## src/rtl/spi_tg_pkg.sv

```systemverilog
package spi_tg_pkg;

  typedef enum logic [2:0] {
    ST_IDLE  = 3'd0,
    ST_SETUP = 3'd1,
    ST_LEAD  = 3'd2,
    ST_TRAIL = 3'd3,
    ST_HOLD  = 3'd4,
    ST_GAP   = 3'd5
  } tg_state_e;

  // 1 when data is captured in the leading phase of each bit.
  function automatic logic sample_on_lead(input logic cpha, input logic alt_edge,
                                          input logic wide);
    return ~(cpha ^ (alt_edge & wide));
  endfunction

  // Active level of chip select; narrow mode is always active low.
  function automatic logic cs_active_level(input logic act_high, input logic wide);
    return act_high & wide;
  endfunction

endpackage

```

## src/rtl/spi_tg_cfg.sv

```systemverilog
module spi_tg_cfg
  import spi_tg_pkg::*;
#(
  parameter int TIME_W   = 16,
  parameter int NARROW_W = 8,
  parameter int IDLE_W   = 8
) (
  input  logic              clk,
  input  logic              rst_n,
  input  logic              load_i,
  input  logic              wide_i,
  input  logic [TIME_W-1:0] sck_high_i,
  input  logic [TIME_W-1:0] sck_low_i,
  input  logic [TIME_W-1:0] cs_setup_i,
  input  logic [TIME_W-1:0] cs_hold_i,
  input  logic [IDLE_W-1:0] cs_idle_i,
  input  logic              cpol_i,
  input  logic              cpha_i,
  input  logic              cs_act_high_i,
  input  logic              sample_alt_i,
  output logic [TIME_W-1:0] high_q,
  output logic [TIME_W-1:0] low_q,
  output logic [TIME_W-1:0] setup_q,
  output logic [TIME_W-1:0] hold_q,
  output logic [IDLE_W-1:0] gap_q,
  output logic              pol_q,
  output logic              lead_samp_q,
  output logic              cs_act_q,
  output logic              wide_q
);

  localparam int NFIELD = 4;

  function automatic logic [TIME_W-1:0] fit_field(input logic [TIME_W-1:0] f,
                                                  input logic wide);
    logic [TIME_W-1:0] m;
    m = '0;
    m[NARROW_W-1:0] = f[NARROW_W-1:0];
    return wide ? f : m;
  endfunction

  logic [NFIELD-1:0][TIME_W-1:0] raw;
  logic [NFIELD-1:0][TIME_W-1:0] held;

  assign raw[0] = sck_high_i;
  assign raw[1] = sck_low_i;
  assign raw[2] = cs_setup_i;
  assign raw[3] = cs_hold_i;

  for (genvar g = 0; g < NFIELD; g++) begin : g_field
    logic [TIME_W-1:0] q;
    always_ff @(posedge clk or negedge rst_n) begin
      if (!rst_n)      q <= '0;
      else if (load_i) q <= fit_field(raw[g], wide_i);
    end
    assign held[g] = q;
  end

  assign high_q  = held[0];
  assign low_q   = held[1];
  assign setup_q = held[2];
  assign hold_q  = held[3];

  always_ff @(posedge clk or negedge rst_n) begin
    if (!rst_n) begin
      gap_q       <= '0;
      pol_q       <= 1'b0;
      lead_samp_q <= 1'b1;
      cs_act_q    <= 1'b0;
      wide_q      <= 1'b0;
    end else if (load_i) begin
      gap_q       <= cs_idle_i;
      pol_q       <= cpol_i;
      lead_samp_q <= sample_on_lead(cpha_i, sample_alt_i, wide_i);
      cs_act_q    <= cs_active_level(cs_act_high_i, wide_i);
      wide_q      <= wide_i;
    end
  end

endmodule

```

## src/rtl/spi_tg_seq.sv

```systemverilog
module spi_tg_seq
  import spi_tg_pkg::*;
#(
  parameter int TIME_W = 16,
  parameter int IDLE_W = 8,
  parameter int BITS_W = 8
) (
  input  logic              clk,
  input  logic              rst_n,
  input  logic              start_i,
  input  logic [BITS_W-1:0] nbits_i,
  input  logic [TIME_W-1:0] high_q,
  input  logic [TIME_W-1:0] low_q,
  input  logic [TIME_W-1:0] setup_q,
  input  logic [TIME_W-1:0] hold_q,
  input  logic [IDLE_W-1:0] gap_q,
  input  logic              pol_q,
  output tg_state_e         state_o,
  output logic              first_o,
  output logic              accept_o,
  output logic              done_o
);

  localparam int CNT_W = (TIME_W > IDLE_W) ? TIME_W : IDLE_W;

  tg_state_e         state;
  logic [CNT_W-1:0]  cnt;
  logic [CNT_W-1:0]  limit;
  logic [BITS_W-1:0] bits_left;
  logic              phase_end;
  tg_state_e         next_state;

  // Phase length follows the pin level: the leading phase sits at ~pol.
  always_comb begin
    unique case (state)
      ST_SETUP: limit = CNT_W'(setup_q);
      ST_LEAD:  limit = pol_q ? CNT_W'(low_q)  : CNT_W'(high_q);
      ST_TRAIL: limit = pol_q ? CNT_W'(high_q) : CNT_W'(low_q);
      ST_HOLD:  limit = CNT_W'(hold_q);
      ST_GAP:   limit = CNT_W'(gap_q);
      default:  limit = '0;
    endcase
  end

  assign phase_end = (state != ST_IDLE) && (cnt == limit);
  assign accept_o  = (state == ST_IDLE) && start_i && (nbits_i != '0);

  always_comb begin
    unique case (state)
      ST_SETUP: next_state = ST_LEAD;
      ST_LEAD:  next_state = ST_TRAIL;
      ST_TRAIL: next_state = (bits_left == BITS_W'(1)) ? ST_HOLD : ST_LEAD;
      ST_HOLD:  next_state = ST_GAP;
      default:  next_state = ST_IDLE;
    endcase
  end

  always_ff @(posedge clk or negedge rst_n) begin
    if (!rst_n) begin
      state     <= ST_IDLE;
      cnt       <= '0;
      bits_left <= '0;
      first_o   <= 1'b0;
      done_o    <= 1'b0;
    end else begin
      first_o <= 1'b0;
      done_o  <= 1'b0;
      if (state == ST_IDLE) begin
        if (accept_o) begin
          state     <= ST_SETUP;
          cnt       <= '0;
          bits_left <= nbits_i;
          first_o   <= 1'b1;
        end
      end else if (phase_end) begin
        state   <= next_state;
        cnt     <= '0;
        first_o <= (next_state != ST_IDLE);
        done_o  <= (state == ST_GAP);
        if (state == ST_TRAIL) bits_left <= bits_left - BITS_W'(1);
      end else begin
        cnt <= cnt + CNT_W'(1);
      end
    end
  end

  assign state_o = state;

endmodule

```

## src/rtl/spi_tg_pins.sv

```systemverilog
module spi_tg_pins
  import spi_tg_pkg::*;
(
  input  tg_state_e state_i,
  input  logic      first_i,
  input  logic      pol_q,
  input  logic      lead_samp_q,
  input  logic      cs_act_q,
  output logic      sck_o,
  output logic      cs_o,
  output logic      sample_o,
  output logic      busy_o,
  output logic      in_frame_o
);

  logic in_lead;
  logic in_trail;

  assign in_lead    = (state_i == ST_LEAD);
  assign in_trail   = (state_i == ST_TRAIL);
  assign in_frame_o = (state_i == ST_SETUP) || in_lead || in_trail ||
                      (state_i == ST_HOLD);
  assign busy_o     = (state_i != ST_IDLE);
  assign sck_o      = in_lead ? ~pol_q : pol_q;
  assign cs_o       = in_frame_o ? cs_act_q : ~cs_act_q;
  assign sample_o   = first_i & ((in_lead & lead_samp_q) | (in_trail & ~lead_samp_q));

endmodule

```

## src/rtl/spi_timing_gen.sv

```systemverilog
module spi_timing_gen
  import spi_tg_pkg::*;
#(
  parameter int TIME_W   = 16,
  parameter int NARROW_W = 8,
  parameter int IDLE_W   = 8,
  parameter int BITS_W   = 8
) (
  input  logic              clk,
  input  logic              rst_n,
  input  logic              start_i,
  input  logic [BITS_W-1:0] nbits_i,
  input  logic              wide_mode_i,
  input  logic [TIME_W-1:0] sck_high_i,
  input  logic [TIME_W-1:0] sck_low_i,
  input  logic [TIME_W-1:0] cs_setup_i,
  input  logic [TIME_W-1:0] cs_hold_i,
  input  logic [IDLE_W-1:0] cs_idle_i,
  input  logic              cpol_i,
  input  logic              cpha_i,
  input  logic              cs_act_high_i,
  input  logic              sample_alt_i,
  output logic              sck_o,
  output logic              cs_o,
  output logic              sample_o,
  output logic              busy_o,
  output logic              done_o
);

  logic [TIME_W-1:0] high_q, low_q, setup_q, hold_q;
  logic [IDLE_W-1:0] gap_q;
  logic              pol_q, lead_samp_q, cs_act_q, wide_q;
  logic              accept, first;
  logic              in_frame;
  logic              nbits_zero;
  tg_state_e         state;

  assign nbits_zero = (nbits_i == '0);

  spi_tg_cfg #(
    .TIME_W(TIME_W), .NARROW_W(NARROW_W), .IDLE_W(IDLE_W)
  ) u_cfg (
    .clk(clk), .rst_n(rst_n), .load_i(accept), .wide_i(wide_mode_i),
    .sck_high_i(sck_high_i), .sck_low_i(sck_low_i),
    .cs_setup_i(cs_setup_i), .cs_hold_i(cs_hold_i), .cs_idle_i(cs_idle_i),
    .cpol_i(cpol_i), .cpha_i(cpha_i), .cs_act_high_i(cs_act_high_i),
    .sample_alt_i(sample_alt_i),
    .high_q(high_q), .low_q(low_q), .setup_q(setup_q), .hold_q(hold_q),
    .gap_q(gap_q), .pol_q(pol_q), .lead_samp_q(lead_samp_q),
    .cs_act_q(cs_act_q), .wide_q(wide_q)
  );

  spi_tg_seq #(
    .TIME_W(TIME_W), .IDLE_W(IDLE_W), .BITS_W(BITS_W)
  ) u_seq (
    .clk(clk), .rst_n(rst_n), .start_i(start_i), .nbits_i(nbits_i),
    .high_q(high_q), .low_q(low_q), .setup_q(setup_q), .hold_q(hold_q),
    .gap_q(gap_q), .pol_q(pol_q),
    .state_o(state), .first_o(first), .accept_o(accept), .done_o(done_o)
  );

  spi_tg_pins u_pins (
    .state_i(state), .first_i(first), .pol_q(pol_q),
    .lead_samp_q(lead_samp_q), .cs_act_q(cs_act_q),
    .sck_o(sck_o), .cs_o(cs_o), .sample_o(sample_o),
    .busy_o(busy_o), .in_frame_o(in_frame)
  );

endmodule

```

## config.mk

```make
export PLATFORM = sky130hd
export DESIGN_NAME = spi_timing_gen
export DESIGN_NICKNAME = d
export VERILOG_FILES = /design/src/rtl/spi_tg_pkg.sv /design/src/rtl/spi_tg_cfg.sv /design/src/rtl/spi_tg_seq.sv /design/src/rtl/spi_tg_pins.sv /design/src/rtl/spi_timing_gen.sv
export SDC_FILE = /design/constraint.sdc
export NUM_CORES = 1
export LEC_CHECK = 0
export BUFFER_PORTS_ARGS = -buffer_cell sky130_fd_sc_hd__clkbuf_2
export CAP_MARGIN = 40
export CORE_MARGIN = 2
export CORE_UTILIZATION = 53
export CTS_BUF_LIST = sky130_fd_sc_hd__clkbuf_4
export DETAILED_ROUTE_END_ITERATION = 10
export GPL_ROUTABILITY_DRIVEN = 0
export HOLD_SLACK_MARGIN = 0.12
export PLACE_DENSITY = 0.9
export SYNTH_ARGS = -nofsm -noshare
export SYNTH_HDL_FRONTEND = slang
export SYNTH_HIERARCHICAL = 1
export SYNTH_SLANG_ARGS = --single-unit
```

## constraint.sdc

```tcl
create_clock -name clk -period 2.61 [get_ports clk]
set_clock_uncertainty 0.15 [all_clocks]
set_input_delay 0.1305 -clock clk [delete_from_list [all_inputs] [get_ports clk]]
set_output_delay 0.1305 -clock clk [all_outputs]
set_load 0.01 [all_outputs]
```

==> summary by stage <==
STA
Dividing the final minimum period by the clock period gives 1.148. The final hold violation count is 0. For the pin with the worst max-slew slack, the measured transition is approximately 660 ps. Measured against its own limit, the worst slew margin works out to 0.5581. Setup repair after global routing could not meet its margin everywhere. The slack of the critical path is -386.1 ps.

The maximum achievable frequency is around 330 MHz. The final sum of negative setup slack is -9568 ps. The max-slew violation count is 0. For the finished layout, the period the worst path requires is around 3000 ps. The setup-violating endpoint count in the final report is 45.

Global routing
The first global-routing pass estimated 28810 um of wire. The final global-route overflow total is 0. Entering global routing, the biggest net connects between 50 and 60 pins. The total global-route track usage is 0.3322. The number of global-route vias before repair is ~5500. The number of antenna violations at the first check in global routing was 0.

Logic synthesis
Each instance of the synthesized netlist takes up on average approximately 11 um^2. Summing every instance area after synthesis gives between 0.005 and 0.006 mm^2. The number of nets in the synthesized netlist is approximately 620. The total number of yosys warnings is 6. The cell count after synthesis came out at 530.

Run status
The checks that failed: negative setup slack. The flow ran to the end, but the final reports show violations.

Power
The part of the power in combinational logic is 0.088. The highest ir drop seen on vdd is between 0.3 and 0.4 mV. In this run the power density over the cells is between 300 and 400 mW/mm^2.

Of the total power, the clock network draws 0.307. The switching power total is 623.1 uW. Internal power comes to 2042 uW. The standby leakage power is around 0.0037 uW.

The switching power as a share of total power is 0.2338. The total chip power is 2665 uW. The part of the power in registers is 0.605.

Place
The number of port buffers is ~90. The HPWL after detailed placement is a little over 10000 um. The number of placed instances, taps included is ~760.

Summing all placed instances gives a cell area of about 0.0064 mm^2.

CTS
The number of buffers created by CTS is 9. The tree is rooted in a sky130_fd_sc_hd__clkbuf_4. After clock tree synthesis, the clock-pin slew on the worst setup and hold paths is around 150 ps. The clock drives 104 sinks. The clock tree synthesis step divided the H-tree into 3 levels. The insertion delay to the later sink of the worst-skew pair is about 500 ps. The largest buffer count on any clock path is 2. TritonCTS built the clock tree.

Cells and area
The number of filler cells placed in the layout is between 500 and 600. At the end of the flow the core is filled with cells to 0.7535. The sequential cells in the finished layout cover a total of between 0.002 and 0.003 mm^2. The number of antenna diodes is 0. Once layout is done, the placed cells without fillers occupy 0.007779 mm^2. The number of nets at the end of the flow is ~830. The final instance count without filler cells is about 900. Relative to the synthesized area, the layout overhead comes to 38.59%. Of the cells placed in the final design, the portion with a size suffix greater than 1 is 0.3257. The total area of multi-input combinational cells is ~0.0027 mm^2.

Hold path
The cell depth of the worst hold path is 3. The kind of path behind the tightest hold check is input port to flop.

Drt
The final wirelength is approximately 19000 um. The average wire per cell in the routed design is roughly 21 um. The count of TritonRoute iterations in the first routing pass is 5. The detailed router placed 5318 vias in this run. The per-cell via count in the routed design is between 6 and 7.

The final antenna-violating net count is 0. The first routing iteration left roughly 580 violations. After detailed routing, the number of remaining DRC violations is 0.

Floorplan
The floorplan step defined a die boundary enclosing 0.01143 mm^2. The count of boundary I/O pins is 93. The row count is 37. The die is around 110 um tall. In this run the standard cell core region covers 0.01032 mm^2. The initial utilization of the core area, before any placement, comes to 0.5437. The die extent in x is 106.9 um.

Setup path
The arrival time at the worst endpoint is ~3200 ps. The worst setup path is captured at a flop. STA puts the critical path data required time at roughly 2800 ps. The critical-path maximum fanout is 8. The startpoint of the most critical register-to-register path is u_cfg/pol_q. For the worst flop-to-flop path, the logic depth is 12.

The critical setup path kind is flop to flop. The destination of the critical timing path is u_seq/cnt[3]. The worst setup path startpoint is u_cfg/pol_q. The endpoint identified for the worst register-to-register timing path is u_seq/cnt[3]. Across all register-to-register paths, the minimum setup slack is -390 ps. The sort of element at the start of the critical path is a flop.

Run
The number of violations of the max-capacitance limit is 0.
-- power groups by stage --
stage	Sequential [uW]	Combinational, uW	Clock [uW]
6_report	1610	235	819
5_1_grt	1610	253	895
4_1_cts	1610	225	803
3_5_place_dp	1640	118	0
3_3_place_gp	1640	112	0
2_1_floorplan	1640	10.9	0
-- state kept, by name, indices dropped and copies added, names as in the netlist --
register and flops:
u_cfg/cs_act_q 1, u_seq/cnt 16, u_cfg/setup_q 16, u_cfg/gap_q 8, u_seq/first_o 1, u_cfg/high_q 16
u_cfg/lead_samp_q 1, u_seq/state_o 3, u_cfg/pol_q 1, u_seq/bits_left 8, u_seq/done_o 1, u_cfg/hold_q 16
u_cfg/low_q 16
-- through the flow --
| step | hold WS [ps] | setup slack, ps |
|---|---|---|
| global placement | 47.48 | -221.3 |
| detailed placement | 65.40 | -337.3 |
| finish | 166.8 | -386.1 |
| floorplan | -315.1 | -34.16 |
| global route | 186.8 | -499.0 |
| CTS | 127.8 | -219.1 |
-- layout by cell type, fill, tap and decap left out, types with 3 or more instances in the layout --
cell / n
sky130_fd_sc_hd__dfrtp_1: 100
sky130_fd_sc_hd__clkbuf_2: 91
sky130_fd_sc_hd__dlygate4sd3_1: 87
sky130_fd_sc_hd__nand3_1: 46
sky130_fd_sc_hd__inv_1: 44
sky130_fd_sc_hd__buf_4: 39
sky130_fd_sc_hd__o21ai_0: 39
sky130_fd_sc_hd__mux2_2: 24
sky130_fd_sc_hd__mux2_4: 22
sky130_fd_sc_hd__xnor2_1: 21
sky130_fd_sc_hd__nand2_1: 19
sky130_fd_sc_hd__nor2_1: 16
sky130_fd_sc_hd__and2_1: 12
sky130_fd_sc_hd__mux2i_1: 12
sky130_fd_sc_hd__clkbuf_4: 10
sky130_fd_sc_hd__buf_12: 10
sky130_fd_sc_hd__nand4_1: 10
sky130_fd_sc_hd__xor2_1: 8
sky130_fd_sc_hd__buf_6: 7
sky130_fd_sc_hd__a22oi_1: 7
sky130_fd_sc_hd__and3_1: 7
sky130_fd_sc_hd__a21oi_1: 6
sky130_fd_sc_hd__nor4_1: 5
sky130_fd_sc_hd__nor2b_1: 5
sky130_fd_sc_hd__o21ai_1: 5
sky130_fd_sc_hd__o22ai_1: 5
sky130_fd_sc_hd__a31oi_1: 5
sky130_fd_sc_hd__a211o_1: 4
sky130_fd_sc_hd__and4_1: 4
sky130_fd_sc_hd__nor3_1: 4
sky130_fd_sc_hd__clkinv_1: 3
sky130_fd_sc_hd__dfrtp_2: 3
sky130_fd_sc_hd__o221ai_2: 3
sky130_fd_sc_hd__a32oi_2: 3
sky130_fd_sc_hd__or3_1: 3
sky130_fd_sc_hd__o32ai_1: 3
sky130_fd_sc_hd__a2bb2oi_1: 3
sky130_fd_sc_hd__ha_1: 3
-- worst min path at each step --
stage                             to         from  slack (ps)
floorplan             u_cfg/cs_act_q        rst_n        -320
global placement    u_cfg/setup_q[7]        rst_n          50
detailed placement  u_cfg/setup_q[1]        rst_n          70
CTS                  u_cfg/high_q[9]  wide_mode_i         130
global route         u_cfg/high_q[9]  wide_mode_i         190
finish               u_cfg/low_q[11]  wide_mode_i         170
-- worst max-delay path, cell delays in order, from the launching register on --
cell and delay (ps):
sky130_fd_sc_hd__dfrtp_2 470, sky130_fd_sc_hd__buf_6 140, sky130_fd_sc_hd__mux2i_1 140, sky130_fd_sc_hd__a211o_1 330, sky130_fd_sc_hd__a31oi_1 250, sky130_fd_sc_hd__xnor2_1 190
sky130_fd_sc_hd__nand4_1 230, sky130_fd_sc_hd__nor4_4 360, sky130_fd_sc_hd__buf_6 190, sky130_fd_sc_hd__buf_4 120, sky130_fd_sc_hd__buf_6 90, sky130_fd_sc_hd__a21oi_1 50
sky130_fd_sc_hd__a21o_1 170
-- layer usage --
metal	vias to the layer above	wire [um]	GRT usage
li1	2294	-	-
met1	2564	6793	0.3874
met2	377	9514	0.5851
met3	83	1619	0.07781
met4	0	857	0.1419
met5	-	0	0
-- layout make-up --
type	count	share of cell area
Multi-Input combinational cell	344	0.3510
Clock buffer	10	0.009651
Tap cell	136	0.02188
Clock inverter	5	0.006273
Inverter	45	0.02171
Timing Repair Buffer	238	0.2543
Sequential cell	104	0.3352
-- what timing repair did --
item / 4_1_cts / 5_1_grt
hold endpoints to repair: 187 / 0
setup buffers: 12 / 4
pin swaps: 25 / 20
gates resized for setup: 31 / 11
hold buffers: 88 / 0
gates cloned: 2 / 0
setup endpoints to repair: 27 / 46
Power figures use the tool's default switching activity.
